<file path="src/rtl/tcl_pkg.sv">
package tcl_pkg;
    // Bit positions of the control word (software decodes these).
    localparam int START_BIT = 0;
    localparam int DONE_BIT  = 1;
    localparam int IDLE_BIT  = 2;
    localparam int READY_BIT = 3;
    localparam int AUTO_BIT  = 7;
    localparam int CTRL_BITS = 8;

    localparam logic [CTRL_BITS-1:0] FREE_RUN_WORD = 8'h06;

    typedef enum logic [1:0] {
        RESP_OKAY   = 2'b00,
        RESP_SLVERR = 2'b10
    } axi_resp_e;

    typedef struct packed {
        logic auto_go;
        logic done;
        logic start;
    } ctrl_state_t;

    function automatic logic [CTRL_BITS-1:0] pack_ctrl(ctrl_state_t s, logic idle, logic ready);
        logic [CTRL_BITS-1:0] w;
        w            = '0;
        w[START_BIT] = s.start;
        w[DONE_BIT]  = s.done;
        w[IDLE_BIT]  = idle;
        w[READY_BIT] = ready;
        w[AUTO_BIT]  = s.auto_go;
        return w;
    endfunction
endpackage

</file>
<file path="src/rtl/tcl_wr_port.sv">
module tcl_wr_port
    import tcl_pkg::*;
#(
    parameter int ADDR_W = 12,
    parameter int DATA_W = 32
) (
    input  logic                clk,
    input  logic                rst,
    input  logic                awvalid,
    output logic                awready,
    input  logic [ADDR_W-1:0]   awaddr,
    input  logic                wvalid,
    output logic                wready,
    input  logic [DATA_W-1:0]   wdata,
    input  logic [DATA_W/8-1:0] wstrb,
    output logic                bvalid,
    input  logic                bready,
    output logic [1:0]          bresp,
    output logic                wr_go,
    output logic [ADDR_W-1:0]   wr_addr,
    output logic [DATA_W-1:0]   wr_data,
    output logic [DATA_W/8-1:0] wr_strb,
    input  logic                wr_hit
);
    logic      aw_held, w_held;
    axi_resp_e resp_q;

    assign awready = !aw_held && !bvalid;
    assign wready  = !w_held && !bvalid;
    assign wr_go   = aw_held && w_held && !bvalid;
    assign bresp   = resp_q;

    always_ff @(posedge clk) begin
        if (rst) begin
            aw_held <= 1'b0;
            w_held  <= 1'b0;
            bvalid  <= 1'b0;
            resp_q  <= RESP_OKAY;
            wr_addr <= '0;
            wr_data <= '0;
            wr_strb <= '0;
        end else begin
            if (awvalid && awready) begin
                aw_held <= 1'b1;
                wr_addr <= awaddr;
            end
            if (wvalid && wready) begin
                w_held  <= 1'b1;
                wr_data <= wdata;
                wr_strb <= wstrb;
            end
            if (wr_go) begin
                aw_held <= 1'b0;
                w_held  <= 1'b0;
                bvalid  <= 1'b1;
                resp_q  <= wr_hit ? RESP_OKAY : RESP_SLVERR;
            end
            if (bvalid && bready) begin
                bvalid <= 1'b0;
            end
        end
    end

    assert_bresp_hold_R8: assert property (@(posedge clk) disable iff (rst)
        bvalid && !bready |=> bvalid && $stable(bresp));
endmodule

</file>
<file path="src/rtl/tcl_rd_port.sv">
module tcl_rd_port
    import tcl_pkg::*;
#(
    parameter int ADDR_W = 12,
    parameter int DATA_W = 32
) (
    input  logic              clk,
    input  logic              rst,
    input  logic              arvalid,
    output logic              arready,
    input  logic [ADDR_W-1:0] araddr,
    output logic              rvalid,
    input  logic              rready,
    output logic [DATA_W-1:0] rdata,
    output logic [1:0]        rresp,
    output logic              rd_go,
    output logic [ADDR_W-1:0] rd_addr,
    input  logic              rd_hit,
    input  logic [DATA_W-1:0] reg_word
);
    axi_resp_e resp_q;

    assign arready = !rvalid;
    assign rd_go   = arvalid && arready;
    assign rd_addr = araddr;
    assign rresp   = resp_q;

    always_ff @(posedge clk) begin
        if (rst) begin
            rvalid <= 1'b0;
            rdata  <= '0;
            resp_q <= RESP_OKAY;
        end else begin
            if (rd_go) begin
                rvalid <= 1'b1;
                rdata  <= rd_hit ? reg_word : '0;
                resp_q <= rd_hit ? RESP_OKAY : RESP_SLVERR;
            end
            if (rvalid && rready) begin
                rvalid <= 1'b0;
            end
        end
    end

    assert_rdata_hold_R11: assert property (@(posedge clk) disable iff (rst)
        rvalid && !rready |=> rvalid && $stable(rdata) && $stable(rresp));
endmodule

</file>
<file path="src/rtl/tcl_ctrl_bits.sv">
module tcl_ctrl_bits
    import tcl_pkg::*;
#(
    parameter bit FREE_RUN = 1'b0,
    parameter int DATA_W   = 32
) (
    input  logic                clk,
    input  logic                rst,
    input  logic                wr_en,
    input  logic [DATA_W-1:0]   wr_data,
    input  logic [DATA_W/8-1:0] wr_strb,
    input  logic                rd_clr,
    input  logic                core_done,
    input  logic                core_idle,
    input  logic                core_ready,
    output logic                core_start,
    output logic [DATA_W-1:0]   reg_word
);
    localparam int CTRL_LANE = START_BIT / 8;

    ctrl_state_t st;
    logic        lane_wr, set_start;

    assign lane_wr   = wr_en && wr_strb[CTRL_LANE];
    assign set_start = (lane_wr && wr_data[START_BIT]) || (st.auto_go && core_done);

    always_ff @(posedge clk) begin
        if (rst) begin
            st <= '0;
        end else begin
            if (set_start) begin
                st.start <= 1'b1;
            end else if (st.start && core_ready) begin
                st.start <= 1'b0;
            end
            if (core_done) begin
                st.done <= 1'b1;
            end else if (rd_clr) begin
                st.done <= 1'b0;
            end
            if (lane_wr) begin
                st.auto_go <= wr_data[AUTO_BIT];
            end
        end
    end

    generate
        if (FREE_RUN) begin : g_free
            assign reg_word   = DATA_W'(FREE_RUN_WORD);
            assign core_start = !rst;
        end else begin : g_hshk
            assign reg_word   = DATA_W'(pack_ctrl(st, core_idle, core_ready));
            assign core_start = st.start;
        end
    endgenerate

    assert_start_clears_R4: assert property (@(posedge clk) disable iff (rst)
        st.start && core_ready && !set_start |=> !st.start);
    assert_done_sets_R5: assert property (@(posedge clk) disable iff (rst)
        core_done |=> st.done);
    assert_done_sticky_R5: assert property (@(posedge clk) disable iff (rst)
        st.done && !rd_clr |=> st.done);
endmodule

</file>
<file path="src/rtl/task_ctl_axil.sv">
module task_ctl_axil
    import tcl_pkg::*;
#(
    parameter int ADDR_W   = 12,
    parameter int DATA_W   = 32,
    parameter bit FREE_RUN = 1'b0
) (
    input  logic                clk,
    input  logic                rst,
    input  logic                s_awvalid,
    output logic                s_awready,
    input  logic [ADDR_W-1:0]   s_awaddr,
    input  logic                s_wvalid,
    output logic                s_wready,
    input  logic [DATA_W-1:0]   s_wdata,
    input  logic [DATA_W/8-1:0] s_wstrb,
    output logic                s_bvalid,
    input  logic                s_bready,
    output logic [1:0]          s_bresp,
    input  logic                s_arvalid,
    output logic                s_arready,
    input  logic [ADDR_W-1:0]   s_araddr,
    output logic                s_rvalid,
    input  logic                s_rready,
    output logic [DATA_W-1:0]   s_rdata,
    output logic [1:0]          s_rresp,
    output logic                core_start,
    input  logic                core_done,
    input  logic                core_idle,
    input  logic                core_ready
);
    localparam int WORD_LSB = $clog2(DATA_W / 8);

    function automatic logic maps_ctrl(logic [ADDR_W-1:0] a);
        return a[ADDR_W-1:WORD_LSB] == '0;
    endfunction

    logic                wr_go, rd_go, wr_hit, rd_hit;
    logic [ADDR_W-1:0]   wr_addr, rd_addr;
    logic [DATA_W-1:0]   wr_data, reg_word;
    logic [DATA_W/8-1:0] wr_strb;

    assign wr_hit = maps_ctrl(wr_addr);
    assign rd_hit = maps_ctrl(rd_addr);

    tcl_wr_port #(.ADDR_W(ADDR_W), .DATA_W(DATA_W)) u_wr (
        .clk(clk), .rst(rst),
        .awvalid(s_awvalid), .awready(s_awready), .awaddr(s_awaddr),
        .wvalid(s_wvalid), .wready(s_wready), .wdata(s_wdata), .wstrb(s_wstrb),
        .bvalid(s_bvalid), .bready(s_bready), .bresp(s_bresp),
        .wr_go(wr_go), .wr_addr(wr_addr), .wr_data(wr_data), .wr_strb(wr_strb),
        .wr_hit(wr_hit)
    );

    tcl_rd_port #(.ADDR_W(ADDR_W), .DATA_W(DATA_W)) u_rd (
        .clk(clk), .rst(rst),
        .arvalid(s_arvalid), .arready(s_arready), .araddr(s_araddr),
        .rvalid(s_rvalid), .rready(s_rready), .rdata(s_rdata), .rresp(s_rresp),
        .rd_go(rd_go), .rd_addr(rd_addr), .rd_hit(rd_hit), .reg_word(reg_word)
    );

    tcl_ctrl_bits #(.FREE_RUN(FREE_RUN), .DATA_W(DATA_W)) u_bits (
        .clk(clk), .rst(rst),
        .wr_en(wr_go && wr_hit), .wr_data(wr_data), .wr_strb(wr_strb),
        .rd_clr(rd_go && rd_hit),
        .core_done(core_done), .core_idle(core_idle), .core_ready(core_ready),
        .core_start(core_start), .reg_word(reg_word)
    );

    assert_reserved_zero_R2: assert property (@(posedge clk) disable iff (rst)
        s_rvalid |-> (s_rdata[6:4] == 3'b000) && (s_rdata[DATA_W-1:8] == '0));
    assert_err_data_zero_R9: assert property (@(posedge clk) disable iff (rst)
        s_rvalid && (s_rresp == RESP_SLVERR) |-> s_rdata == '0);
    assert_free_word_R10: assert property (@(posedge clk) disable iff (rst)
        FREE_RUN && s_rvalid && (s_rresp == RESP_OKAY) |-> s_rdata == DATA_W'(FREE_RUN_WORD));
endmodule

</file>
<file path="config.mk">
export PLATFORM = sky130hd
export DESIGN_NAME = task_ctl_axil
export DESIGN_NICKNAME = d
export VERILOG_FILES = /design/src/rtl/tcl_pkg.sv /design/src/rtl/tcl_wr_port.sv /design/src/rtl/tcl_rd_port.sv /design/src/rtl/tcl_ctrl_bits.sv /design/src/rtl/task_ctl_axil.sv
export SDC_FILE = /design/constraint.sdc
export NUM_CORES = 1
export LEC_CHECK = 0
export BUFFER_PORTS_ARGS = -buffer_cell sky130_fd_sc_hd__buf_4
export CAP_MARGIN = 30
export CORE_ASPECT_RATIO = 0.5
export CORE_MARGIN = 4
export CORE_UTILIZATION = 54
export CTS_CLUSTER_DIAMETER = 30
export DETAILED_ROUTE_END_ITERATION = 6
export PLACE_DENSITY = 0.82
export SLEW_MARGIN = 20
export SYNTH_ARGS = -nofsm -noshare
export SYNTH_HDL_FRONTEND = slang
export SYNTH_HIERARCHICAL = 1
export SYNTH_SLANG_ARGS = --single-unit
</file>
<file path="constraint.sdc">
create_clock -name clk -period 1.75 [get_ports clk]
set_input_delay 0.0875 -clock clk [delete_from_list [all_inputs] [get_ports clk]]
set_output_delay 0.0875 -clock clk [all_outputs]
set_load 0.01 [all_outputs]
</file>
==> impl_metrics.toml <==
[clock_tree]
clk_path_buf_depth = 2
cts_tree = "yes"
clk-insertion-delay-late_ns = 0.30
htreeDepth = 2
cts_resized = 0
hold_buffers = 0
cts_sinks = 54
cts.clk_slew.worst_paths_ns = 0.10
cts_setup_buffers = 0
root_buffer = "clkbuf_8"
cts-buffers-inserted = 5

[run]
maxCapViolCount = 0

[timing]
fin_worst_skew_ns = 0.00496
drv_slew = 0
worstMarginPinSlew_ns = 0.717
period_minus_slack_ns = 1.53
hold_ws_ns = 0.0279
setup_viol = 0
finalCritPeriodShare_pct = 87.7
fin_ws_ns = 0.215
setup_tns_ns = 0
grt_setup_unrepaired = "no"
finalHoldViolations = 0
timing.fmax_mhz = 652
slew_headroom_pct = 52.2

[global_routing]
grt_pass1_wl_um = 8490
antenna_found_initial = 0
grt_pass1_vias = 1978
grt_max_degree = 55
grt_overflow = 0
grt_util_all_layers_pct = 16.5

[routing]
num_vias = 1985
drtAntennaViolNets = 0
drc = 0
viasPerCell = 4.70
first_pass_iters = 4
dr.first_iter.drc_count = 72
wl_um = 4990
routedWlPerCell_um = 11.8

[final_layout]
drive_gt1_share_pct = 44.3
register_area_um2 = 1080
antenna_cells = 0
nets = 421
final_core_util_pct = 63.6
multi_input_area_um2 = 1250
area_delta_synth_final_pct = 12.9
fillers = 451

[placed_design]
gp_congestion = 0.715
dpl.hpwl_um = 3710
portBuffers = 72
post-place-ws_ns = 0.212

[die]
placementRows = 18
fp.dieW_um = 110
initial_core_util_pct = 56.4
die-height_um = 59.0
ioPinCount = 112
core_region_area_um2 = 4980
dieArea_um2 = 6480

[logic_synthesis]
syn_inst = 308
synth_area_um2 = 2810
ys_warn_count = 6
avgSynthCellArea_um2 = 9.11

[worst_setup_path]
cp-end-kind = "register"
r2r_cells = 4
crit_path_max_fanout = 3
worstPathArrival_ns = 1.70
required_ns = 1.91
start_kind = "register"
crit_type = "reg -> reg"

[power]
p_int_uw = 1810
switching_power_uw = 595
power.share.clock_pct = 34.8
seq_power_share_pct = 53.3
netSwitchingFraction_pct = 24.7
p_leak_uw = 0.00122
vdd_drop_max_uv = 549
power_density_nw_per_um2 = 759
p_comb_share_pct = 11.8

[hold_path]
hold_path.class = "in -> reg"
holdPathStages = 3

[status]
status = "complete, no violations"
-- path summary, 6_finish.rpt --
check,slack (ns),start,endpoint
setup / recovery,0.22,u_wr/wr_addr[9],u_bits/reg_word[7]
hold / removal,0.03,s_awaddr[10],u_wr/wr_addr[10]
setup reg to reg,0.22,u_wr/wr_addr[9],u_bits/reg_word[7]
hold reg to reg,0.46,u_wr/wr_addr[6],u_wr/wr_addr[6]
-- critical path: stages, from the launching register on --
cell and delay (ns):
dfxtp_1 0.33, or4_4 0.53, nor4_2 0.32, a21bo_1 0.18, a21oi_2 0.05
-- per-layer routing --
layer,wire (um),global-route usage (%)
met5,0,0
met4,36,3.37
met3,254,4.71
met2,2640,32.6
met1,2060,17.5
-- cell type report --
type                    instances  area share (%)
multi-input cells             203            39.5
flip-flops and latches         54            34.1
repair buffers                 79            18.7
well taps                      70            2.77
clock buffers                   5            2.17
clock inverters                 3            1.38
inverters                       8            1.34
-- cell usage in the layout (no fill, tap or decap), types with 5 or more instances in the layout --
| cell | count |
|---|---|
| clkbuf_8 | 5 |
| nand3_2 | 28 |
| nor2_1 | 5 |
| nand3_1 | 6 |
| conb_1 | 29 |
| a21oi_2 | 30 |
| buf_4 | 79 |
| dfxtp_1 | 54 |
| nand2_1 | 59 |
| inv_1 | 7 |
| a21oi_1 | 21 |
-- metrics by stage --
stage                     power (uW)  area [um^2]  instances
after floorplan                 1600         2900        334
after global placement          1580         3050        414
after detailed placement        1590         3050        414
after CTS                       2450         3170        422
after global routing            2520         3170        422
final                           2400         3170        422
-- state kept, by name, indices dropped and copies added, names as in the netlist, 2 cells and up --
signal and cells:
u_wr/wr_addr 10, u_wr/wr_data 2, u_bits/reg_word 2, u_rd/rdata 32
-- power groups by stage --
stage	clock network, uW	logic [uW]	registers, uW
final	837	284	1280
after global routing	919	314	1290
after CTS	878	285	1280
after detailed placement	0	284	1310
after global placement	0	276	1310
after floorplan	0	291	1310
No activity file was read; power rests on OpenSTA's default activity.
